File: src/rtl/seq_pkg.sv
package seq_pkg;

    localparam int LOC_W      = 5;
    localparam int ADDR_W     = 16;
    localparam int BYTE_W     = 8;
    localparam int WORD_W     = 2 * BYTE_W;
    localparam int PROG_WORDS = 1024;
    localparam int PC_W       = $clog2(PROG_WORDS);
    localparam int KB_SHIFT   = 10;
    localparam logic [WORD_W-1:0] HALT_OP = 16'hC0DE;
    localparam logic [PC_W-1:0]   LAST_PC = PC_W'(PROG_WORDS - 1);

    typedef enum logic [1:0] {
        ST_IDLE = 2'd0,
        ST_LO   = 2'd1,
        ST_HI   = 2'd2,
        ST_DEC  = 2'd3
    } seq_state_e;

    typedef struct packed {
        logic              rd;
        logic [ADDR_W-1:0] addr;
    } flash_req_t;

    function automatic logic [ADDR_W-1:0] prog_base(input logic [LOC_W-1:0] loc);
        return ADDR_W'(loc) << KB_SHIFT;
    endfunction

    function automatic logic [ADDR_W-1:0] byte_addr(input logic [ADDR_W-1:0] base,
                                                    input logic [PC_W-1:0]   pc,
                                                    input logic              hi);
        return base + ADDR_W'({pc, hi});
    endfunction

endpackage

File: src/rtl/seq_flash_arb.sv
module seq_flash_arb
    import seq_pkg::*;
(
    input  logic              clk,
    input  logic              rst,
    input  flash_req_t        seq_req,
    input  logic              host_req,
    input  logic [ADDR_W-1:0] host_addr,
    output logic              flash_rd,
    output logic [ADDR_W-1:0] flash_addr,
    output logic              host_gnt
);

    always_comb begin
        host_gnt   = host_req && !seq_req.rd;
        flash_rd   = seq_req.rd || host_gnt;
        flash_addr = seq_req.rd ? seq_req.addr : host_addr;
    end


    no_dual_use_chk: assert property (@(posedge clk) disable iff (rst)
        host_gnt |-> (!seq_req.rd && flash_addr == host_addr));


    host_served_chk: assert property (@(posedge clk) disable iff (rst)
        (host_req && !seq_req.rd) |-> host_gnt);

endmodule

File: src/rtl/seq_word_asm.sv
module seq_word_asm
    import seq_pkg::*;
(
    input  logic              clk,
    input  logic              rst,
    input  logic              cap_lo,
    input  logic              cap_hi,
    input  logic [BYTE_W-1:0] rdata,
    input  logic [PC_W-1:0]   pc,
    output logic [WORD_W-1:0] word_now,
    output logic              instr_valid,
    output logic [WORD_W-1:0] instr_word,
    output logic [PC_W-1:0]   instr_idx
);

    logic [BYTE_W-1:0] lo_q;

    assign word_now = {rdata, lo_q};

    always_ff @(posedge clk) begin
        if (rst) begin
            lo_q        <= '0;
            instr_valid <= 1'b0;
            instr_word  <= '0;
            instr_idx   <= '0;
        end else begin
            if (cap_lo) begin
                lo_q <= rdata;
            end
            instr_valid <= cap_hi;
            if (cap_hi) begin
                instr_word <= word_now;
                instr_idx  <= pc;
            end
        end
    end


    valid_pulse_chk: assert property (@(posedge clk) disable iff (rst)
        instr_valid |=> !instr_valid);


    lo_before_hi_chk: assert property (@(posedge clk) disable iff (rst)
        cap_lo |=> cap_hi);

endmodule

File: src/rtl/seq_ctrl.sv
module seq_ctrl
    import seq_pkg::*;
(
    input  logic              clk,
    input  logic              rst,
    input  logic              cyc_start,
    input  logic              cyc_end,
    input  logic [LOC_W-1:0]  loc_reg,
    input  logic [WORD_W-1:0] word_now,
    output flash_req_t        fetch,
    output logic              cap_lo,
    output logic              cap_hi,
    output logic [PC_W-1:0]   pc,
    output logic              busy,
    output logic              overrun
);

    seq_state_e        state_q;
    logic [PC_W-1:0]   pc_q;
    logic [ADDR_W-1:0] base_q;
    logic              ovr_q;
    logic              is_halt;

    assign is_halt = (word_now == HALT_OP);

    always_comb begin
        fetch.rd   = (state_q == ST_LO) || (state_q == ST_HI);
        fetch.addr = byte_addr(base_q, pc_q, state_q == ST_HI);
        cap_lo     = (state_q == ST_HI);
        cap_hi     = (state_q == ST_DEC);
        pc         = pc_q;
        busy       = (state_q != ST_IDLE);
        overrun    = ovr_q;
    end

    always_ff @(posedge clk) begin
        if (rst) begin
            state_q <= ST_IDLE;
            pc_q    <= '0;
            base_q  <= '0;
            ovr_q   <= 1'b0;
        end else begin
            if (cyc_end && state_q != ST_IDLE) begin
                ovr_q <= 1'b1;
            end
            if (cyc_start) begin
                state_q <= ST_LO;
                pc_q    <= '0;
                base_q  <= prog_base(loc_reg);
            end else begin
                unique case (state_q)
                    ST_IDLE: state_q <= ST_IDLE;
                    ST_LO:   state_q <= ST_HI;
                    ST_HI:   state_q <= ST_DEC;
                    ST_DEC: begin
                        if (is_halt) begin
                            state_q <= ST_IDLE;
                        end else if (pc_q == LAST_PC) begin
                            state_q <= ST_IDLE;
                            ovr_q   <= 1'b1;
                        end else begin
                            pc_q    <= pc_q + 1'b1;
                            state_q <= ST_LO;
                        end
                    end
                    default: state_q <= ST_IDLE;
                endcase
            end
        end
    end


    start_at_zero_chk: assert property (@(posedge clk) disable iff (rst)
        cyc_start |=> (state_q == ST_LO && pc_q == '0));


    halt_stops_chk: assert property (@(posedge clk) disable iff (rst)
        (state_q == ST_DEC && is_halt && !cyc_start) |=> (state_q == ST_IDLE));


    idle_no_fetch_chk: assert property (@(posedge clk) disable iff (rst)
        (state_q == ST_IDLE) |-> !fetch.rd);


    overrun_sticky_chk: assert property (@(posedge clk) disable iff (rst)
        ovr_q |=> ovr_q);


    end_busy_flag_chk: assert property (@(posedge clk) disable iff (rst)
        (cyc_end && state_q != ST_IDLE) |=> ovr_q);


    last_word_chk: assert property (@(posedge clk) disable iff (rst)
        (state_q == ST_DEC && pc_q == LAST_PC && !is_halt && !cyc_start)
            |=> (ovr_q && state_q == ST_IDLE));


    base_hold_chk: assert property (@(posedge clk) disable iff (rst)
        (state_q != ST_IDLE && !cyc_start) |=> $stable(base_q));

endmodule

File: src/rtl/cp_fetch_seq.sv
module cp_fetch_seq
    import seq_pkg::*;
(
    input  logic              clk,
    input  logic              rst,
    input  logic              cyc_start,
    input  logic              cyc_end,
    input  logic [LOC_W-1:0]  loc_reg,
    output logic              flash_rd,
    output logic [ADDR_W-1:0] flash_addr,
    input  logic [BYTE_W-1:0] flash_rdata,
    input  logic              host_req,
    input  logic [ADDR_W-1:0] host_addr,
    output logic              host_gnt,
    output logic              instr_valid,
    output logic [WORD_W-1:0] instr_word,
    output logic [PC_W-1:0]   instr_idx,
    output logic              busy,
    output logic              overrun
);

    flash_req_t        fetch;
    logic              cap_lo;
    logic              cap_hi;
    logic [PC_W-1:0]   pc;
    logic [WORD_W-1:0] word_now;

    seq_ctrl u_ctrl (
        .clk       (clk),
        .rst       (rst),
        .cyc_start (cyc_start),
        .cyc_end   (cyc_end),
        .loc_reg   (loc_reg),
        .word_now  (word_now),
        .fetch     (fetch),
        .cap_lo    (cap_lo),
        .cap_hi    (cap_hi),
        .pc        (pc),
        .busy      (busy),
        .overrun   (overrun)
    );

    seq_word_asm u_asm (
        .clk         (clk),
        .rst         (rst),
        .cap_lo      (cap_lo),
        .cap_hi      (cap_hi),
        .rdata       (flash_rdata),
        .pc          (pc),
        .word_now    (word_now),
        .instr_valid (instr_valid),
        .instr_word  (instr_word),
        .instr_idx   (instr_idx)
    );

    seq_flash_arb u_arb (
        .clk        (clk),
        .rst        (rst),
        .seq_req    (fetch),
        .host_req   (host_req),
        .host_addr  (host_addr),
        .flash_rd   (flash_rd),
        .flash_addr (flash_addr),
        .host_gnt   (host_gnt)
    );


    reset_quiet_chk: assert property (@(posedge clk)
        $past(rst) |-> (!busy && !overrun && !instr_valid));

endmodule

File: config.mk
export PLATFORM = sky130hd
export DESIGN_NAME = cp_fetch_seq
export DESIGN_NICKNAME = d
export VERILOG_FILES = /design/src/rtl/seq_pkg.sv /design/src/rtl/seq_flash_arb.sv /design/src/rtl/seq_word_asm.sv /design/src/rtl/seq_ctrl.sv /design/src/rtl/cp_fetch_seq.sv
export SDC_FILE = /design/constraint.sdc
export NUM_CORES = 1
export LEC_CHECK = 0
export BUFFER_PORTS_ARGS = -buffer_cell sky130_fd_sc_hd__clkbuf_2
export CORE_MARGIN = 2
export CORE_UTILIZATION = 46
export DETAILED_ROUTE_END_ITERATION = 10
export PLACE_DENSITY = 0.75
export SLEW_MARGIN = 5
export SYNTH_ARGS = -nofsm -noshare
export SYNTH_HDL_FRONTEND = slang
export SYNTH_HIERARCHICAL = 1
export SYNTH_SLANG_ARGS = --single-unit
File: constraint.sdc
create_clock -name clk -period 1.65 [get_ports clk]
set_input_delay 0.165 -clock clk [delete_from_list [all_inputs] [get_ports clk]]
set_output_delay 0.165 -clock clk [all_outputs]
set_load 0.02 [all_outputs]
### Yosys cells after proc, flatten, opt, wreduce, memory -nomap -nowiden

Cells that the tools add are included.

* input port bits: 34
* logic and storage cells: 37
* register bits after elaboration: 53
* output and inout port bits: 47

* eq/ne operators: 5
* reductions and logical operators: 9
* bitwise gates (word level): 2
* $add $sub $neg: 2
* muxes and demuxes: 10

Operators by type and width (number)
* adder 15 x 11 -> 16 bit: 1
* equality test 16 bit, second input constant: 1
* two-way mux 16 bit: 1
* adder 10 x 1 -> 10 bit, second input constant: 1
* equality test 10 bit, second input constant: 1
* one-hot mux 2 bit (4 select lines): 1
* two-way mux 1 bit: 7
* equality test 2 bit, second input constant: 2
* AND reduction 3 bit: 1
* equality test 2 x 1 -> 1 bit, second input constant: 1
* logical AND 1 bit: 2
* zero test 2 bit: 1
* logical OR 1 bit: 2
* two-way mux 2 bit: 1
* inverter 1 bit: 2
* nonzero test 2 bit: 1
* OR reduction 2 bit: 1
* zero test 1 bit: 1

### Logic depth before layout (Yosys ltp)

Gate-level depths: netlist (run 1).

* depth after elaboration: 7
* depth in mapped cells: 6
* mapped depth without buffers: 5

### Hierarchy

The synthesis (run 1) kept the hierarchy.

By module, submodules not included
* seq_word_asm: cells each 120, seq. area each 700.7 um^2, times used 1, area an instance 1312.5 um^2
* seq_ctrl: cells each 120, seq. area each 360.3 um^2, times used 1, area an instance 1129.8 um^2
* seq_flash_arb: cells each 20, seq. area each 0.0 um^2, times used 1, area an instance 256.5 um^2

### Least setup slack after synthesis (run 1)

OpenSTA, ideal clock, no wires.

* path kind: input port to flip-flop
* from: input port flash_rdata[1]
* to: register u_ctrl.pc_q[1] (netlist: u_ctrl/pc[1])
* arrival time: 1.676 ns
* library setup time: 0.066 ns
* path buffers: 2
* setup slack: -0.092 ns
* cell stages on the path: 6
* required time: 1.584 ns
* path through: buf_4 > or4b_4 > o41ai_4 > buf_6 > o21ai_1 > a21oi_2

* longest elaborated chain between the ends: 3

Ends and longest elaborated chain
* start, declared: RTL line cp_fetch_seq.sv:11 `input logic [BYTE_W-1:0] flash_rdata,`
* equality test 16 bit: RTL line seq_ctrl.sv:24 `assign is_halt = (word_now == HALT_OP);`
* inverter 1 bit (no source line)
* AND reduction 3 bit (no source line)
* end signal, assigned: RTL line seq_ctrl.sv:62 `pc_q <= pc_q + 1'b1;`
* end, declared: RTL line seq_ctrl.sv:19 `logic [PC_W-1:0] pc_q;`

No other way between the ends.
A chain may end at the register's enable or synchronous reset.

==> flow_metrics.tcl, run 1 <==
set metrics [dict create \
    area_inside_the_core_boundary_um2 5570 \
    initial_antenna_violation_count 0 \
    drv_cap 0 \
    arrival_ns 1.64 \
    fillerInstances 425 \
    viasPerCell 5.38 \
    grt_pass1_wl_mm 9.94 \
    clk_latency_ns 0.30 \
    report.final.setup_viol 21 \
    grt.met2_usage_pct 33.8 \
    violations "setup timing" \
    power.sequential.fraction_pct 52.1 \
    ioPinCount 81 \
    clock_tree.root_cell "clkbuf_8" \
    synth.cell_area_um2 2700 \
    synthDistinctLibCells 40 \
    worstMarginPinSlew_ns 0.547 \
    place.gp.congestion 0.790 \
    total_via_count_after_detailed_routing 2317 \
    syn_to_final_growth_pct 35.3 \
    gr-total-overflow 0 \
    crit_path_start_kind "flip-flop" \
    final_nets 398 \
    global_route.usage.total_pct 19.3 \
    grtUsageMet3_pct 3.48 \
    synth-edff-count 0 \
    initial_core_util_pct 48.4 \
    drive_gt1_share_pct 51.0 \
    ys_async_sr_fraction_pct 0 \
    cp_slowest_stage_delay_ns 0.35 \
    yosysTopAreaCellShare_pct 39.3 \
    postLayoutCoreUtil_pct 65.5 \
    clock-skew-final_ns 0.00628 \
    endpoint_kind "output port" \
    fp.dieH_um 80.6 \
    ys.flop_type "dfxtp_1" \
    sequential_cell_area_um2 1070 \
    synth-seq-cells 53 \
    max_clock_freq_mhz 554 \
    max_root_sink_buffers 2 \
    totalPowerFinal_mw 2.53 \
    post-dp-hpwl_mm 4.43 \
    synth.most_common_cell "dfxtp_1" \
    numPlacedInstances 410 \
    report.final.slew_viol_count 0 \
    tritoncts "yes" \
    reported_net_switching_power_mw 0.660 \
    io_buffer_count 80 \
    fin_cells 431 \
    power_per_unit_of_standard_cell_area_nw_per_um2 693 \
    std_cell_rows 27 \
    design.die.area_um2 6500 \
    slowest_stage_cell_crit_path "dfxtp_2" \
    htree_levels 2 \
    switching_share_pct 26.1 \
    netlist.top_cell.by_area "dfxtp_1" \
    slew-limit-headroom_pct 63.1 \
    diodes 0 \
    crit_required_ns 1.48 \
    synth_nets 300 \
    numClockSinks 53 \
    cts_buffers 5 \
    vias_in_the_first_global_route 2177 \
    seq_area_frac_synth_pct 39.3 \
    hold_viol 0 \
    use_met1_pct 24.1 \
    globalRoute.busiestLayer "met2" \
    finalWorstPathRequiredPeriod_ns 1.80 \
    timing.critical_path.cells "inv_2 -> ha_4 -> buf_12 -> mux2_2 -> buf_6" \
    clkSlewWorstSetupHoldPaths_ns 0.09 \
    cp_max_fo 5 \
    drc 0 \
    final.setup.worst_slack_ns -0.155 \
    min-delay-path-class "in2reg" \
    static-leakage-power_nw 1.58 \
    irDropWorstVdd_mv 0.436 \
    cellInternalPower_mw 1.87 \
    syn_inst 260 \
    grt_max_degree 30 \
    power.share.combinational_pct 19.9 \
    multi_input_comb_area_um2 1490 \
    final_antenna_net_count 0 \
    power.clock.fraction_pct 28.1 \
    synthTopCellsByArea "dfxtp_1 39%, mux2i_1 14%, nor2_1 6.0%, buf_4 5.3%, mux2_4 4.5%" \
    worstSetupPathType "reg2out" \
    die_w_um 80.6 \
    drt_iter0_drc 106 \
    wl_per_cell_um 16.5 \
    drt_pass1_iterations 4 \
    ys_warn_count 6 \
    ys_top_cells_by_count "53 x dfxtp_1, 43 x nor2_1, 39 x mux2i_1" \
    finalCritPeriodShare_pct 109 \
    post_synth.cell_area_avg_um2 10.4 \
    outcome "finished with violations" \
    routed_wire_length_mm 7.11 \
    unrepaired_setup_endpoints_after_global_routing "yes" \
]
power by group through the flow:
stage	combinational, mW	clock (mW)	sequential, mW
3_5_place_dp	0.364	0	1.34
2_1_floorplan	0.255	0	1.35
3_3_place_gp	0.357	0	1.34
4_1_cts	0.420	0.731	1.32
6_report	0.503	0.710	1.32
5_1_grt	0.530	0.770	1.32
cell usage in the layout, fill, tap and decap left out, drive strengths merged, types with 4 or more instances in the layout:
cell type | Yosys | final
inv | 4 | 4
nand3 | 8 | 8
nand2 | 5 | 5
nor2 | 43 | 43
clkbuf | 2 | 71
or4 | 5 | 5
a21oi | 10 | 10
o41ai | 4 | 5
mux2 | 16 | 16
ha | 6 | 6
nand4 | 4 | 4
mux2i | 39 | 39
dfxtp | 53 | 53
o31ai | 4 | 4
buf | 31 | 58
routing by layer:
layer | wire length [µm] | share of wire (%) | vias to the layer above
met2 | 3680 | 52 | 88
met3 | 415 | 5.8 | 10
li1 | - | - | 1100
met1 | 2920 | 41 | 1119
met5 | 0 | 0 | -
met4 | 96 | 1.4 | 0
per-stage QoR:
step | TNS (ns) | hold WS (ns) | cell area, µm² | setup WS (ns)
after floorplan | -0.480 | 0.312 | 2710 | -0.0690
after global placement | -0.713 | 0.405 | 3160 | -0.109
final | -2.41 | 0.0993 | 3650 | -0.155
after CTS | -2.15 | 0.0943 | 3410 | -0.160
after global routing | -3.31 | 0.114 | 3650 | -0.186
after detailed placement | -1.28 | 0.414 | 3160 | -0.168
flip-flops by register name (all words and copies together) (netlist names):
signal / cells
u_asm/instr_word: 16
u_asm/instr_valid: 1
u_ctrl/base_q: 5
u_ctrl/overrun: 1
u_asm/instr_idx: 10
u_ctrl/state_q: 2
u_ctrl/pc: 10
u_asm/lo_q: 8
repair_timing:
item,CTS,global route
buffers inserted,6,6
cloned,1,2
hold buffers,0,0
setup endpoints to repair,25,26
pin swaps,3,2
resized for setup,26,61
kinds of logic after synthesis:
kind of cell	count (synthesis)	synth area share [%]
buffers and inverters	37	11.1
adders and majority gates	6	2.78
AOI/OAI and AO/OA	25	7.79
DFF	53	39.3
xor gates and xnor gates	3	0.974
and+or+nand+nor	81	15.8
muxes	55	22.3
critical path: cells and delay by family (launching register included):
kind | cells | cell delay, ns
adder cells (fa/ha/maj) | 1 | 0.33
flip-flops | 1 | 0.35
multiplexers | 1 | 0.34
buffers and inverters | 3 | 0.31
worst paths after layout:
path | start | to | slack [ns] | cells past startpoint
setup / recovery | u_ctrl/state_q[1] | flash_addr[15] | -0.15 | 5
hold / removal | loc_reg[3] | u_ctrl/base_q[13] | 0.1 | 3
setup reg to reg | u_asm/lo_q[5] | u_ctrl/pc[9] | -0.05 | 5
hold reg to reg | u_asm/instr_word[1] | u_asm/instr_word[1] | 0.50 | 2
final cells by class:
class	instances	area share [%]
clock buffer	6	1.99
clock inverter	2	0.274
inverter	4	0.411
multi-input combinational	171	40.8
sequential	53	29.3
tap	72	2.47
timing repair buffer	123	24.8
Note: power is estimated with default switching activity, not from simulation.
==> inputs of run 2 (changes only) <==
--- a/config.mk
+++ b/config.mk
@@ -7,9 +7,9 @@
 export LEC_CHECK = 0
 export BUFFER_PORTS_ARGS = -buffer_cell sky130_fd_sc_hd__clkbuf_2
 export CORE_MARGIN = 2
-export CORE_UTILIZATION = 46
+export CORE_UTILIZATION = 45
 export DETAILED_ROUTE_END_ITERATION = 10
-export PLACE_DENSITY = 0.75
+export PLACE_DENSITY = 0.74
 export SLEW_MARGIN = 5
 export SYNTH_ARGS = -nofsm -noshare
 export SYNTH_HDL_FRONTEND = slang
==> run 2 against run 1 <==
The run still ends with setup timing left. Count of clock-buffer cells in the layout increased by 1. Clock skew rose by 0.0010 ns. Critical path depth grew 1. Largest power group unchanged. Hold slack got worse by 0.011 ns. Critical path type unchanged. Sequential cell count is the same. Critical endpoint is now flash_addr[4]. Largest cell class unchanged.
==> flow_metrics.tcl, run 2 (same netlist as run 1, synthesis figures left out) <==
set metrics [dict create \
    global_route.usage.total_pct 19.4 \
    max_clock_freq_mhz 533 \
    grt_max_degree 36 \
    numPlacedInstances 410 \
    most_common_cell_after_layout_fill_and_taps_aside "clkbuf_2" \
    clk_latency_ns 0.31 \
    hold_viol 0 \
    gr-total-overflow 0 \
    worstHoldStart "loc_reg[2]" \
    drv_cap 0 \
    post-dp-hpwl_mm 4.22 \
    wl_per_cell_um 15.9 \
    final.setup.worst_slack_ns -0.228 \
    cp_slowest_stage_delay_ns 0.35 \
    total_via_count_after_detailed_routing 2264 \
    report.final.slew_viol_count 0 \
    initial_antenna_violation_count 0 \
    viasPerCell 5.20 \
    clock_tree.root_cell "clkbuf_8" \
    min-delay-path-class "in2reg" \
    worst_hold_path_ep "u_ctrl/base_q[12]" \
    reported_net_switching_power_mw 0.680 \
    slew-limit-headroom_pct 68.9 \
    cts-hold-fix-buffers 0 \
    timing.rr.start "u_asm/lo_q[0]" \
    power.clock.fraction_pct 30.4 \
    ioPinCount 81 \
    max_root_sink_buffers 2 \
    setup_tns_final_ns -3.61 \
    power.sequential.fraction_pct 49.4 \
    slowest_stage_cell_crit_path "dfxtp_2" \
    mostFrequentLayoutCells "62 x clkbuf_2, 44 x dfxtp_1, 43 x nor2_1" \
    crit_path_start_kind "flip-flop" \
    ff2ff_path_depth 6 \
    violations "setup timing" \
    worst_hold_path.num_cells 3 \
    die_w_um 81.4 \
    crit_required_ns 1.48 \
    drt_pass1_iterations 4 \
    timing.reg2reg.setup_slack_ns -0.03 \
    area_inside_the_core_boundary_um2 5850 \
    std_cell_rows 28 \
    unrepaired_setup_endpoints_after_global_routing "yes" \
    timing.critical_path.cells "inv_2 -> ha_4 -> buf_12 -> clkbuf_16 -> mux2_4 -> buf_8" \
    finish.instance_area_um2 3790 \
    final_antenna_net_count 0 \
    switching_share_pct 25.6 \
    numClockSinks 53 \
    fp.dieH_um 81.4 \
    postLayoutCoreUtil_pct 64.8 \
    drt_iter0_drc 114 \
    finalCritPeriodShare_pct 114 \
    largest_register_ffs 16 \
    worstSetupPathType "reg2out" \
    worstMarginPinSlew_ns 0.465 \
    place_worst_setup_slack_ns -0.152 \
    routed_wire_length_mm 6.93 \
    final_nets 399 \
    finalWorstPathRequiredPeriod_ns 1.88 \
    endpoint_kind "output port" \
    diodes 0 \
    place.gp.congestion 0.781 \
    drc 0 \
    cp_max_fo 4 \
    totalPowerFinal_mw 2.66 \
    initial_core_util_pct 46.1 \
    design.die.area_um2 6630 \
    report.final.setup_viol 21 \
    outcome "finished with violations" \
    syn_to_final_growth_pct 40.5 \
    finalHoldWorstSlack_ns 0.0886 \
    static-leakage-power_nw 1.63 \
    cellInternalPower_mw 1.98 \
    drive_gt1_share_pct 54.2 \
    largest_register "u_asm/instr_word" \
    fin_cells 435 \
    arrival_ns 1.71 \
    rr_endpoint "u_ctrl/pc[9]" \
    irDropWorstVdd_mv 0.444 \
    power.share.combinational_pct 20.2 \
    vias_in_the_first_global_route 2105 \
    cts_buffers 5 \
    post_dp_cell_area_um2 3140 \
    power_per_unit_of_standard_cell_area_nw_per_um2 702 \
    clkSlewWorstSetupHoldPaths_ns 0.10 \
    clock-skew-final_ns 0.00730 \
    grt_pass1_wl_mm 9.96 \
    htree_levels 2 \
    tritoncts "yes" \
    io_buffer_count 80 \
]
## run 2: layout make-up
type | count | area [µm²]
Clock buffer | 7 | 96.3
Clock inverter | 1 | 5.00
Fill cell | 446 | 2060
Inverter | 4 | 15.0
Multi-Input combinational cell | 171 | 1540
Sequential cell | 53 | 1070
Tap cell | 75 | 93.8
Timing Repair Buffer | 124 | 965
## run 2: metal layers
layer	vias to the layer above	GRT usage, %	part of all wire [%]
met5	-	0	0
met4	0	5.42	1.0
met3	8	4.84	7.0
met2	86	33.2	49
met1	1069	24.2	43
li1	1101	-	-
## run 2: worst max-delay path by stage
stage	startpoint	end	slack, ns	cells past startpoint
after floorplan	flash_rdata[4]	u_ctrl/pc[5]	-0.07	6
after global placement	flash_rdata[4]	u_ctrl/pc[5]	-0.13	7
after detailed placement	flash_rdata[4]	u_ctrl/pc[4]	-0.15	7
after CTS	u_ctrl/state_q[0]	flash_addr[13]	-0.22	6
after global routing	u_ctrl/state_q[0]	flash_addr[14]	-0.26	6
final	u_ctrl/state_q[0]	flash_addr[4]	-0.23	6
## run 2: power by group through the flow
| stage | registers [mW] | logic (mW) | clock network (mW) |
|---|---|---|---|
| floorplan | 1.35 | 0.255 | 0 |
| global placement | 1.34 | 0.351 | 0 |
| detailed placement | 1.34 | 0.356 | 0 |
| CTS | 1.31 | 0.442 | 0.820 |
| global route | 1.32 | 0.568 | 0.861 |
| finish | 1.31 | 0.537 | 0.809 |
## run 2: what timing repair did
action | in CTS | in global routing
setup buffers | 9 | 11
gates cloned | 1 | 3
endpoints found under the setup margin | 23 | 40
pin swaps | 6 | 11
resized for setup | 31 | 75
## run 2: critical path: cells and delay by family, from the launching register on
family	cells	cell delay, ns
flops	1	0.35
fa+ha+maj	1	0.29
buf+inv	4	0.45
mux	1	0.31
